### config.mk
export PLATFORM = sky130hd
export DESIGN_NAME = exc_entry_seq
export DESIGN_NICKNAME = d
export VERILOG_FILES = /design/src/rtl/exc_pkg.sv /design/src/rtl/exc_entry_decide.sv /design/src/rtl/exc_gen_regs.sv /design/src/rtl/exc_dbg_regs.sv /design/src/rtl/exc_entry_seq.sv
export SDC_FILE = /design/constraint.sdc
export NUM_CORES = 1
export LEC_CHECK = 0
export BUFFER_PORTS_ARGS = -buffer_cell sky130_fd_sc_hd__buf_4
export CORE_MARGIN = 2
export CORE_UTILIZATION = 30
export CTS_CLUSTER_SIZE = 8
export DETAILED_ROUTE_END_ITERATION = 16
export MAX_ROUTING_LAYER = met4
export PLACE_DENSITY_LB_ADDON = 0.25
export REMOVE_ABC_BUFFERS = 1
export SYNTH_ARGS = -nofsm -noshare
export SYNTH_HDL_FRONTEND = slang
export SYNTH_HIERARCHICAL = 1
export SYNTH_SLANG_ARGS = --single-unit
### constraint.sdc
create_clock -name clk -period 4.4 [get_ports clk]
set_input_delay 0.88 -clock clk [delete_from_list [all_inputs] [get_ports clk]]
set_output_delay 0.88 -clock clk [all_outputs]
set_load 0.02 [all_outputs]
### src/rtl/exc_pkg.sv
package exc_pkg;

    localparam int PS_IL_LSB = 0;
    localparam int PS_IL_W   = 4;
    localparam int PS_EXCM   = 4;
    localparam int PS_UM     = 5;

    typedef enum logic [1:0] {
        VEC_KERNEL = 2'd0,
        VEC_USER   = 2'd1,
        VEC_DOUBLE = 2'd2,
        VEC_DEBUG  = 2'd3
    } vec_e;

    function automatic logic [31:0] ps_with_excm(input logic [31:0] ps);
        logic [31:0] r;
        r = ps;
        r[PS_EXCM] = 1'b1;
        return r;
    endfunction

    function automatic logic [31:0] ps_debug_entry(input logic [31:0] ps,
                                                   input logic [PS_IL_W-1:0] lvl);
        logic [31:0] r;
        r = ps;
        r[PS_IL_LSB +: PS_IL_W] = lvl;
        r[PS_EXCM] = 1'b1;
        return r;
    endfunction

endpackage

### src/rtl/exc_entry_decide.sv
module exc_entry_decide
    import exc_pkg::*;
#(
    parameter int XLEN      = 32,
    parameter int IL_W      = 4,
    parameter int DBG_LEVEL = 3
) (
    input  logic            gen_req,
    input  logic            dbg_req,
    input  logic [XLEN-1:0] ps_in,
    input  logic [IL_W-1:0] cur_intlevel,
    output logic            gen_take,
    output logic            dbg_take,
    output logic            is_double,
    output vec_e            vec,
    output logic [XLEN-1:0] new_ps
);
    localparam logic [IL_W-1:0] DBG_LVL = IL_W'(DBG_LEVEL);

    always_comb begin
        dbg_take  = dbg_req && (cur_intlevel < DBG_LVL);
        gen_take  = gen_req && !dbg_take;
        is_double = ps_in[PS_EXCM];
        if (dbg_take) begin
            vec    = VEC_DEBUG;
            new_ps = ps_debug_entry(ps_in, PS_IL_W'(DBG_LEVEL));
        end else begin
            if (is_double)
                vec = VEC_DOUBLE;
            else if (ps_in[PS_UM])
                vec = VEC_USER;
            else
                vec = VEC_KERNEL;
            new_ps = ps_with_excm(ps_in);
        end
    end
endmodule

### src/rtl/exc_gen_regs.sv
module exc_gen_regs #(
    parameter int XLEN     = 32,
    parameter int CAUSE_W  = 6,
    parameter bit HAS_DEPC = 1'b1
) (
    input  logic               clk,
    input  logic               rst,
    input  logic               take,
    input  logic               is_double,
    input  logic [CAUSE_W-1:0] cause,
    input  logic               addr_vld,
    input  logic [XLEN-1:0]    addr,
    input  logic [XLEN-1:0]    pc,
    output logic [XLEN-1:0]    epc1,
    output logic [XLEN-1:0]    depc,
    output logic [CAUSE_W-1:0] cause_q,
    output logic [XLEN-1:0]    vaddr_q
);
    logic to_depc;

    generate
        if (HAS_DEPC) begin : g_depc
            logic [XLEN-1:0] depc_q;
            assign to_depc = is_double;
            always_ff @(posedge clk) begin
                if (rst)
                    depc_q <= '0;
                else if (take && to_depc)
                    depc_q <= pc;
            end
            assign depc = depc_q;
        end else begin : g_no_depc
            assign to_depc = 1'b0;
            assign depc    = '0;
        end
    endgenerate

    always_ff @(posedge clk) begin
        if (rst) begin
            epc1    <= '0;
            cause_q <= '0;
            vaddr_q <= '0;
        end else if (take) begin
            if (!to_depc)
                epc1 <= pc;
            cause_q <= cause;
            if (addr_vld)
                vaddr_q <= addr;
        end
    end
endmodule

### src/rtl/exc_dbg_regs.sv
module exc_dbg_regs #(
    parameter int XLEN    = 32,
    parameter int CAUSE_W = 6
) (
    input  logic               clk,
    input  logic               rst,
    input  logic               take,
    input  logic [CAUSE_W-1:0] cause,
    input  logic [XLEN-1:0]    pc,
    input  logic [XLEN-1:0]    ps_old,
    output logic [CAUSE_W-1:0] cause_q,
    output logic [XLEN-1:0]    epc_q,
    output logic [XLEN-1:0]    eps_q
);
    always_ff @(posedge clk) begin
        if (rst) begin
            cause_q <= '0;
            epc_q   <= '0;
            eps_q   <= '0;
        end else if (take) begin
            cause_q <= cause;
            epc_q   <= pc;
            eps_q   <= ps_old;
        end
    end
endmodule

### src/rtl/exc_entry_seq.sv
module exc_entry_seq
    import exc_pkg::*;
#(
    parameter int XLEN      = 32,
    parameter int CAUSE_W   = 6,
    parameter int IL_W      = 4,
    parameter int DBG_LEVEL = 3,
    parameter bit HAS_DEPC  = 1'b1
) (
    input  logic               clk,
    input  logic               rst,
    input  logic               gen_req,
    input  logic [CAUSE_W-1:0] gen_cause,
    input  logic               gen_addr_vld,
    input  logic [XLEN-1:0]    gen_addr,
    input  logic               dbg_req,
    input  logic [CAUSE_W-1:0] dbg_cause_in,
    input  logic [XLEN-1:0]    pc_in,
    input  logic [XLEN-1:0]    ps_in,
    input  logic [IL_W-1:0]    cur_intlevel,
    output logic               take_exc,
    output logic [1:0]         exc_vec,
    output logic               ps_we,
    output logic [XLEN-1:0]    ps_wdata,
    output logic [XLEN-1:0]    epc1,
    output logic [XLEN-1:0]    depc,
    output logic [CAUSE_W-1:0] exc_cause,
    output logic [XLEN-1:0]    exc_vaddr,
    output logic [CAUSE_W-1:0] dbg_cause,
    output logic [XLEN-1:0]    dbg_epc,
    output logic [XLEN-1:0]    dbg_eps
);
    logic            gen_take, dbg_take, is_double;
    vec_e            vec_d;
    logic [XLEN-1:0] new_ps;

    exc_entry_decide #(.XLEN(XLEN), .IL_W(IL_W), .DBG_LEVEL(DBG_LEVEL)) u_dec (
        .gen_req(gen_req), .dbg_req(dbg_req), .ps_in(ps_in),
        .cur_intlevel(cur_intlevel), .gen_take(gen_take), .dbg_take(dbg_take),
        .is_double(is_double), .vec(vec_d), .new_ps(new_ps)
    );

    exc_gen_regs #(.XLEN(XLEN), .CAUSE_W(CAUSE_W), .HAS_DEPC(HAS_DEPC)) u_gen (
        .clk(clk), .rst(rst), .take(gen_take), .is_double(is_double),
        .cause(gen_cause), .addr_vld(gen_addr_vld), .addr(gen_addr), .pc(pc_in),
        .epc1(epc1), .depc(depc), .cause_q(exc_cause), .vaddr_q(exc_vaddr)
    );

    exc_dbg_regs #(.XLEN(XLEN), .CAUSE_W(CAUSE_W)) u_dbg (
        .clk(clk), .rst(rst), .take(dbg_take), .cause(dbg_cause_in),
        .pc(pc_in), .ps_old(ps_in), .cause_q(dbg_cause), .epc_q(dbg_epc),
        .eps_q(dbg_eps)
    );

    always_ff @(posedge clk) begin
        if (rst) begin
            take_exc <= 1'b0;
            ps_we    <= 1'b0;
            exc_vec  <= 2'd0;
            ps_wdata <= '0;
        end else begin
            take_exc <= gen_take || dbg_take;
            ps_we    <= gen_take || dbg_take;
            if (gen_take || dbg_take) begin
                exc_vec  <= vec_d;
                ps_wdata <= new_ps;
            end
        end
    end
endmodule

* After elaboration in Yosys (flattened, before gate mapping)
Index checks and enable logic that the tools add are counted.
** Word-level totals
- Output and inout port bits :: 208
- Word-level logic and storage cells :: 23
- Flip-flop bits (word level) :: 207
- Input port bits :: 117
** Operators by class
- $lt $le $gt $ge :: 1
- Bitwise gates (word level) :: 1
- Reductions and logical operators :: 7
- Multiplexer cells :: 4
** Operator list (number)
- $lt A4 B2 Y1 const B :: 1
- $mux W2 :: 2
- $mux W4 :: 1
- $reduce_and A2 Y1 :: 2
- $logic_and A1 B1 Y1 :: 3
- $logic_not A1 Y1 :: 1
- $logic_or A1 B1 Y1 :: 1
- $mux W1 :: 1
- $not A1 Y1 :: 1

* Longest topological paths before layout
Gate-level depths: netlist (run 1).
- Depth in word-level cells :: 5
- Depth in mapped cells :: 8
- Gate-level depth less buffers :: 4

* Cells and area by module
Netlist (run 1), hierarchy kept.
** Modules (own cells, without submodules)
- exc_gen_regs :: sequential area each 2042.0 µm², area each 4239.1 µm², times used 1, cells each 411
- exc_dbg_regs :: sequential area each 1401.3 µm², area each 2512.4 µm², times used 1, cells each 226
- exc_entry_seq :: sequential area each 700.7 µm², area each 1432.6 µm², times used 1, cells each 158
- exc_entry_decide :: sequential area each 0.0 µm², area each 310.3 µm², times used 1, cells each 43

* Worst setup path before layout (run 1)
No wires, ideal clock.
- Kind :: input -> register
- Start :: input port cur_intlevel[3]
- End :: register u_gen.g_depc.depc_q[10], in the netlist u_gen/depc[10]
- Setup slack :: 1.993 ns
- Required time :: 4.280 ns
- Stages on the path :: 8
- Data arrival time :: 2.287 ns
- Setup time :: 0.120 ns
- Buffers on the path :: 4
- Path through :: or3b_1 > buf_6 > o21a_1 > buf_6 > and2_4 > buf_6 > buf_6 > mux2i_1
** On the way
- Word-level cells in the longest chain between the ends :: 5
** Ends and longest elaborated chain
- from (decl) :: RTL line exc_entry_seq.sv:20 : input logic [IL_W-1:0] cur_intlevel,
- $lt A4 B2 Y1 :: RTL line exc_entry_decide.sv:21 : dbg_take = dbg_req && (cur_intlevel < DBG_LVL);
- $logic_and A1 B1 Y1 :: RTL line exc_entry_decide.sv:21
- $logic_not A1 Y1 :: RTL line exc_entry_decide.sv:22 : gen_take = gen_req && !dbg_take;
- $logic_and A1 B1 Y1 :: RTL line exc_entry_decide.sv:22
- named net gen_take :: RTL line exc_entry_seq.sv:33 : logic gen_take, dbg_take, is_double;
- $logic_and A1 B1 Y1 :: RTL line exc_gen_regs.sv:28 : else if (take && to_depc)
- to (signal assigned) :: RTL line exc_gen_regs.sv:29 : depc_q <= pc;
- to (decl) :: RTL line exc_gen_regs.sv:23 : logic [XLEN-1:0] depc_q;
The timed path passes the listed nets, and every way through them passes these cells.
A chain may end at the register's enable or synchronous reset.

* Worst setup path after layout (run 1)
- Start :: input port cur_intlevel[3]
- End :: register u_gen.epc1[16]
** On the way
- Word-level cells in the longest chain between the ends :: 5
** Ends and longest elaborated chain
- $lt A4 B2 Y1 :: RTL line exc_entry_decide.sv:21
- $logic_and A1 B1 Y1 :: RTL line exc_entry_decide.sv:21
- $logic_not A1 Y1 :: RTL line exc_entry_decide.sv:22
- $logic_and A1 B1 Y1 :: RTL line exc_entry_decide.sv:22
- named net gen_take :: RTL line exc_entry_seq.sv:33
- $reduce_and A2 Y1 (no line)
- to (signal assigned) :: RTL line exc_gen_regs.sv:45 : epc1 <= pc;
- to (decl) :: RTL line exc_gen_regs.sv:14 : output logic [XLEN-1:0] epc1,
The timed path passes the listed nets, and every way through them passes these cells.

==> results of run 1 <==
[per-stage QoR]
stage               power [mW]  TNS (ns)
global placement          2.67         0
detailed placement        2.67         0
CTS                       4.64         0
global route              4.77         0
floorplan                 2.36   -380.79
finish                    4.56         0
[area by class of cell]
type                    instances  area, um2
clock buffers                  30        729
repair buffers                328       2520
flip-flops and latches        207       4140
fillers                      2755      16300
inverters                       1       3.75
well taps                     378        473
clock inverters                 1       20.0
multi-input cells             527       3690
[state kept, by name, indices dropped and copies added (netlist names)]
name,flops
u_gen/depc,32
u_dbg/epc_q,32
exc_vec,2
u_dbg/eps_q,32
u_gen/cause_q,6
u_gen/vaddr_q,32
u_gen/epc1,32
u_dbg/cause_q,6
ps_wdata,32
ps_we,1
[worst paths after layout]
kind,slack (ns),startpoint,endpoint
min reg2reg,0.47,u_gen/depc[16],u_gen/depc[16]
max reg2reg,3.49,ps_wdata[26],ps_wdata[26]
min,0.47,u_gen/depc[16],u_gen/depc[16]
max,1.92,cur_intlevel[3],u_gen/epc1[16]
[cells in the final DEF (no fill, tap or decap), types with 3 or more instances in the layout]
| cell | instances |
|---|---|
| a21bo_2 | 32 |
| a21oi_1 | 66 |
| buf_12 | 4 |
| buf_4 | 323 |
| clkbuf_16 | 29 |
| dfxtp_1 | 207 |
| mux2i_1 | 140 |
| nand2b_1 | 96 |
| nand3_1 | 32 |
| nor2_1 | 78 |
| o21ai_0 | 31 |
| o21ai_1 | 3 |
| o21bai_1 | 3 |
| or3b_1 | 35 |
[routing by layer]
layer  up-vias  share of wire
met2       257           0.44
met1      2960           0.43
met4         0          0.025
li1       3302              -
met3        35           0.11
met5         -              0
[logic make-up after synthesis]
| family | count (synthesis) |
|---|---|
| buffers and inverters | 104 |
| muxes | 140 |
| DFF | 207 |
| AOI/OAI and AO/OA | 139 |
| other | 1 |
| and+or+nand+nor | 247 |
[worst register-to-register path: stages, from the launching register on]
cell     delay, ns
dfxtp_1       0.36
or3b_1        0.36
a21oi_1       0.11
[power groups by stage]
stage	Clock (mW)	Sequential, mW	Combinational, mW
2_1_floorplan	0	2.15	0.208
3_3_place_gp	0	2.04	0.623
3_5_place_dp	0	2.05	0.625
4_1_cts	2.01	2.01	0.625
5_1_grt	2.08	2.02	0.669
6_report	1.94	2.01	0.616
[cell usage after synthesis]
cell type	number	area (um2)
dfxtp_1	207	4140
mux2i_1	140	1400
nand2b_1	97	607
nor2_1	79	297
a21oi_1	66	330
clkbuf_1	37	139
or3b_1	35	307
a21bo_2	32	320
buf_4	32	240
nand3_1	32	160
o21ai_0	31	155
buf_2	12	60.1
buf_6	9	101
buf_8	7	105
clkbuf_2	5	25.0
o21a_1	3	22.5
o21ai_1	3	15.0
o21bai_1	3	22.5
and2_1	1	6.26
and2_4	1	8.76
buf_1	1	3.75
conb_1	1	3.75
inv_1	1	3.75
nand2_1	1	3.75
nor2b_1	1	6.26
o22ai_1	1	6.26
==> flow_metrics.env, run 1 <==
export IMPL_finish_instance_area_mm2=0.0116
export IMPL_whs_ns=0.474
export IMPL_rsz0062_at_grt="false"
export IMPL_die_y_um=172
export IMPL_synth_seq_cells=207
export IMPL_dpl_instance_area_mm2=0.0108
export IMPL_met3_usage=0.0593
export IMPL_cts_reportedPaths_clkPinSlew_ns=0.05
export IMPL_drv_slew=0
export IMPL_insertion_delay_ns=0.55
export IMPL_place_inst=1441
export IMPL_power_density_mw_per_mm2=394
export IMPL_synth_distinct_cells=26
export IMPL_overflow=0
export IMPL_worst_path_stages=5
export IMPL_remaining_drc_errors=0
export IMPL_pwr_share_seq=0.440
export IMPL_hold_class="reg -> reg"
export IMPL_cts_tree="built"
export IMPL_critical_path_slowest_cell="nand2b_2"
export IMPL_yosysSeqAreaShare=0.488
export IMPL_worst_slack_ns=1.92
export IMPL_gp_congestion=0.714
export IMPL_cts_setup_buffers=0
export IMPL_cp_required_ns=4.86
export IMPL_cts_buffers=29
export IMPL_synth_compound_area_frac=0.103
export IMPL_yosys_area_share_adder=0
export IMPL_root_buffer="clkbuf_16"
export IMPL_drtPass1Iterations=4
export IMPL_syn2layout_area_growth_pct=36.3
export IMPL_portBuffers=324
export IMPL_syn_inst=838
export IMPL_period_needed_ns=2.48
export IMPL_crit_chain="buf_4, or3b_1, o21a_4, nand2b_2, mux2i_1"
export IMPL_utilization=0.416
export IMPL_htreeDepth=1
export IMPL_critPathBufInv=1
export IMPL_path_max_fanout=32
export IMPL_cts_resized=0
export IMPL_cts_sinks=207
export IMPL_grt_max_degree=166
export IMPL_synth_xor_area_share=0
export IMPL_viasPerCell=4.45
export IMPL_synthMuxAreaShare=0.165
export IMPL_final_hold_violation_count=0
export IMPL_layout_nets=1211
export IMPL_finalCritPeriodShare=0.563
export IMPL_grt_use_total=0.143
export IMPL_instances_no_fill=1472
export IMPL_busiest_layer="met2"
export IMPL_met1_usage=0.172
export IMPL_yosys_area_share_simple=0.164
export IMPL_core_area_mm2=0.0279
export IMPL_worst_slew_pin_slew_ns=1.06
export IMPL_ff2ff_path_depth=2
export IMPL_die_x_um=172
export IMPL_ioPinCount=325
export IMPL_cellLeakagePower_nw=5.01
export IMPL_avgSynthCellArea_um2=10.1
export IMPL_antennaDiodeCount=0
export IMPL_routedWlPerCell_um=15.0
export IMPL_std_cell_rows=61
export IMPL_slew_headroom=0.297
export IMPL_grt_pass1_vias=6273
export IMPL_cp_start_kind="primary input"
export IMPL_cts_hold_buf=0
export IMPL_vias=6554
export IMPL_outcome="complete, no violations"
export IMPL_worst_clock_skew_ns=0
export IMPL_ys_warn_count=6
export IMPL_dp_slack_ns=1.35
export IMPL_p_sw_frac=0.253
export IMPL_antenna_found_initial=0
export IMPL_p_int_mw=3.41
export IMPL_ir_drop_mv=0.265
export IMPL_critPathKind="in -> reg"
export IMPL_clkPwrFrac=0.425
export IMPL_die_area_mm2=0.0297
export IMPL_end_kind="register"
export IMPL_whs_path_depth=2
export IMPL_max_freq_mhz=403
export IMPL_p_switching_mw=1.15
export IMPL_synth_top_family_by_area="multiplexers"
export IMPL_drive_gt1_frac=0.360
export IMPL_drt_wl_total_mm=22.0
export IMPL_clockBufferDepth=3
export IMPL_drv_cap=0
export IMPL_drtIter0Drc=373
export IMPL_start_util=0.305
export IMPL_grtUsageMet2=0.221
export IMPL_grt_pass1_wl_mm=33.5
export IMPL_antenna_left=0
export IMPL_combPwrFrac=0.135
export IMPL_dp_hpwl_mm=14.7
export IMPL_worstPathArrival_ns=2.94
export IMPL_crit_family="simple AND/OR/NAND/NOR gates"
export IMPL_critical_path_max_stage_delay_ns=0.73
export IMPL_setup_viol=0
export IMPL_synth_area_mm2=0.00849
No activity file was read; power rests on OpenSTA's default activity.
==> run 2, diff against run 1 <==
--- a/config.mk
+++ b/config.mk
@@ -5,6 +5,7 @@
 export SDC_FILE = /design/constraint.sdc
 export NUM_CORES = 1
 export LEC_CHECK = 0
+export ABC_AREA = 1
 export BUFFER_PORTS_ARGS = -buffer_cell sky130_fd_sc_hd__buf_4
 export CORE_MARGIN = 2
 export CORE_UTILIZATION = 30
==> constraint.sdc (replaced) <==
create_clock -name clk -period 2 [get_ports clk]
set_input_delay 0.4 -clock clk [delete_from_list [all_inputs] [get_ports clk]]
set_output_delay 0.4 -clock clk [all_outputs]
set_load 0.02 [all_outputs]
==> run 2 against run 1 <==
Compared with the run above:
- combinational power grew to 2.8 times the previous value
- clock power grew 120%
- utilization grew 0.64 points
- critical path depth shrank 4
- largest cell class unchanged
- highest routed layer unchanged
==> flow_metrics.env, run 2 <==
export IMPL_outcome="complete, no violations"
export IMPL_std_cell_rows=61
export IMPL_end_kind="output pin"
export IMPL_cts_resized=0
export IMPL_drtIter0Drc=390
export IMPL_antennaDiodeCount=0
export IMPL_synth_area_top_cells="dfxtp_1 49%, nand2_1 14%, nor2_1 13%"
export IMPL_viasPerCell=4.25
export IMPL_netlist_top_cell_by_area="dfxtp_1"
export IMPL_core_area_mm2=0.0279
export IMPL_root_buffer="clkbuf_16"
export IMPL_vias=8007
export IMPL_ir_drop_mv=0.503
export IMPL_hold_class="in -> reg"
export IMPL_synth_most_common_cell="nand2_1"
export IMPL_setup_viol=0
export IMPL_yosysSeqAreaShare=0.487
export IMPL_worstPathArrival_ns=1.05
export IMPL_drive_gt1_frac=0.257
export IMPL_grt_max_degree=70
export IMPL_critical_path_max_stage_delay_ns=0.36
export IMPL_mostFrequentLayoutCell="buf_4"
export IMPL_crit_family="flip-flops"
export IMPL_cellLeakagePower_nw=5.95
export IMPL_routedWlPerCell_um=13.9
export IMPL_total_power_mw=10.4
export IMPL_final_hold_violation_count=0
export IMPL_grt_pass1_wl_mm=40.1
export IMPL_portBuffers=324
export IMPL_slew_headroom=0.427
export IMPL_dp_slack_ns=0.0409
export IMPL_drtPass1Iterations=4
export IMPL_critical_path_slowest_cell="dfxtp_1"
export IMPL_synth_area_mm2=0.00850
export IMPL_drt_wl_total_mm=26.3
export IMPL_async_flop_share=0
export IMPL_avgSynthCellArea_um2=6.90
export IMPL_die_x_um=172
export IMPL_cts_tree="built"
export IMPL_synth_top_area_frac=0.487
export IMPL_whs_ns=0.0989
export IMPL_syn2layout_area_growth_pct=38.2
export IMPL_ys_warn_count=6
export IMPL_mostFrequentLayoutCells="341 x buf_4, 314 x nand2_1, 285 x nor2_1, 207 x dfxtp_1, 143 x inv_1"
export IMPL_worst_clock_skew_ns=0
export IMPL_antenna_found_initial=0
export IMPL_cts_hold_buf=0
export IMPL_cts_setup_buffers=0
export IMPL_overflow=0
export IMPL_instances_no_fill=1883
export IMPL_cp_required_ns=1.60
export IMPL_remaining_drc_errors=0
export IMPL_clockBufferDepth=3
export IMPL_rsz0062_at_grt="false"
export IMPL_htreeDepth=1
export IMPL_crit_chain="buf_4"
export IMPL_start_util=0.305
export IMPL_cts_reportedPaths_clkPinSlew_ns=0.05
export IMPL_grt_pass1_vias=7504
export IMPL_syn_inst=1232
export IMPL_insertion_delay_ns=0.52
export IMPL_die_area_mm2=0.0297
export IMPL_cp_start_kind="register"
export IMPL_critPathKind="reg -> out"
export IMPL_worst_slack_ns=0.553
export IMPL_synth_distinct_cells=18
export IMPL_max_freq_mhz=691
export IMPL_ioPinCount=325
export IMPL_die_y_um=172
export IMPL_power_density_mw_per_mm2=885
export IMPL_synth_seq_cells=207
export IMPL_synth_ff_type="dfxtp_1"
export IMPL_synthTopCellsByCount="315 x nand2_1, 285 x nor2_1, 207 x dfxtp_1"
export IMPL_synth_edf_count=0
export IMPL_worst_slew_pin_slew_ns=0.857
export IMPL_finalCritPeriodShare=0.723
export IMPL_critPathBufInv=1
export IMPL_path_max_fanout=2
export IMPL_dp_hpwl_mm=18.2
export IMPL_place_inst=1853
export IMPL_cts_sinks=207
export IMPL_layout_nets=1623
export IMPL_antenna_left=0
export IMPL_drv_cap=0
export IMPL_drv_slew=0
export IMPL_cts_buffers=29
export IMPL_period_needed_ns=1.45
export IMPL_gp_congestion=0.762
export IMPL_grt_use_total=0.174
## run 2: cell types whose count changed after synthesis, sizes merged, moves of 35 or more
cell / change
nand2: +314
nor2: +209
inv: +146
mux2i: -140
nand2b: -97
nand3: +65
or3b: -35
## run 2: layer usage
metal	up-vias	global-route usage	share of wire
met1	3532	0.210	0.43
met3	51	0.0474	0.075
met4	0	0.0493	0.029
li1	4176	-	-
met2	248	0.286	0.47
met5	-	-	0
## run 2: final timing paths
| path | endpoint | cells after the start | slack, ns | from |
|---|---|---|---|---|
| hold reg to reg | u_gen/depc[10] | 2 | 0.46 | u_gen/depc[10] |
| setup reg to reg | ps_wdata[2] | 4 | 1.36 | ps_wdata[2] |
| hold / removal | u_gen/cause_q[3] | 3 | 0.1 | gen_cause[3] |
| setup / recovery | depc[18] | 1 | 0.55 | u_gen/depc[18] |
## run 2: cell type report
| class | count | area [um2] |
|---|---|---|
| clock buffers | 30 | 729 |
| fillers | 2933 | 16100 |
| inverters | 148 | 561 |
| multi-input cells | 771 | 3130 |
| flip-flops and latches | 207 | 4140 |
| well taps | 378 | 473 |
| repair buffers | 349 | 2720 |
## run 2: logic make-up after synthesis
logic type | after synthesis | synth area share
other cells | 1 | 0.000441
compound gates | 70 | 0.0412
simple gates | 700 | 0.326
buf+inv | 254 | 0.145
flops | 207 | 0.487
## run 2: stage by stage
stage | setup TNS [ns] | utilization | area, um2
3_5_place_dp | 0 | 0.396 | 11000
4_1_cts | 0 | 0.422 | 11800
3_3_place_gp | 0 | 0.396 | 11000
6_report | 0 | 0.422 | 11800
5_1_grt | 0 | 0.422 | 11800
2_1_floorplan | -273.53 | - | 7830
## run 2: power breakdown
| group | switching (mW) | leakage [nW] | internal (mW) | total [mW] |
|---|---|---|---|---|
| combinational | 0.991 | 3.89 | 0.705 | 1.70 |
| sequential | 0.124 | 1.70 | 4.37 | 4.50 |
| clock | 1.69 | 0.359 | 2.52 | 4.21 |
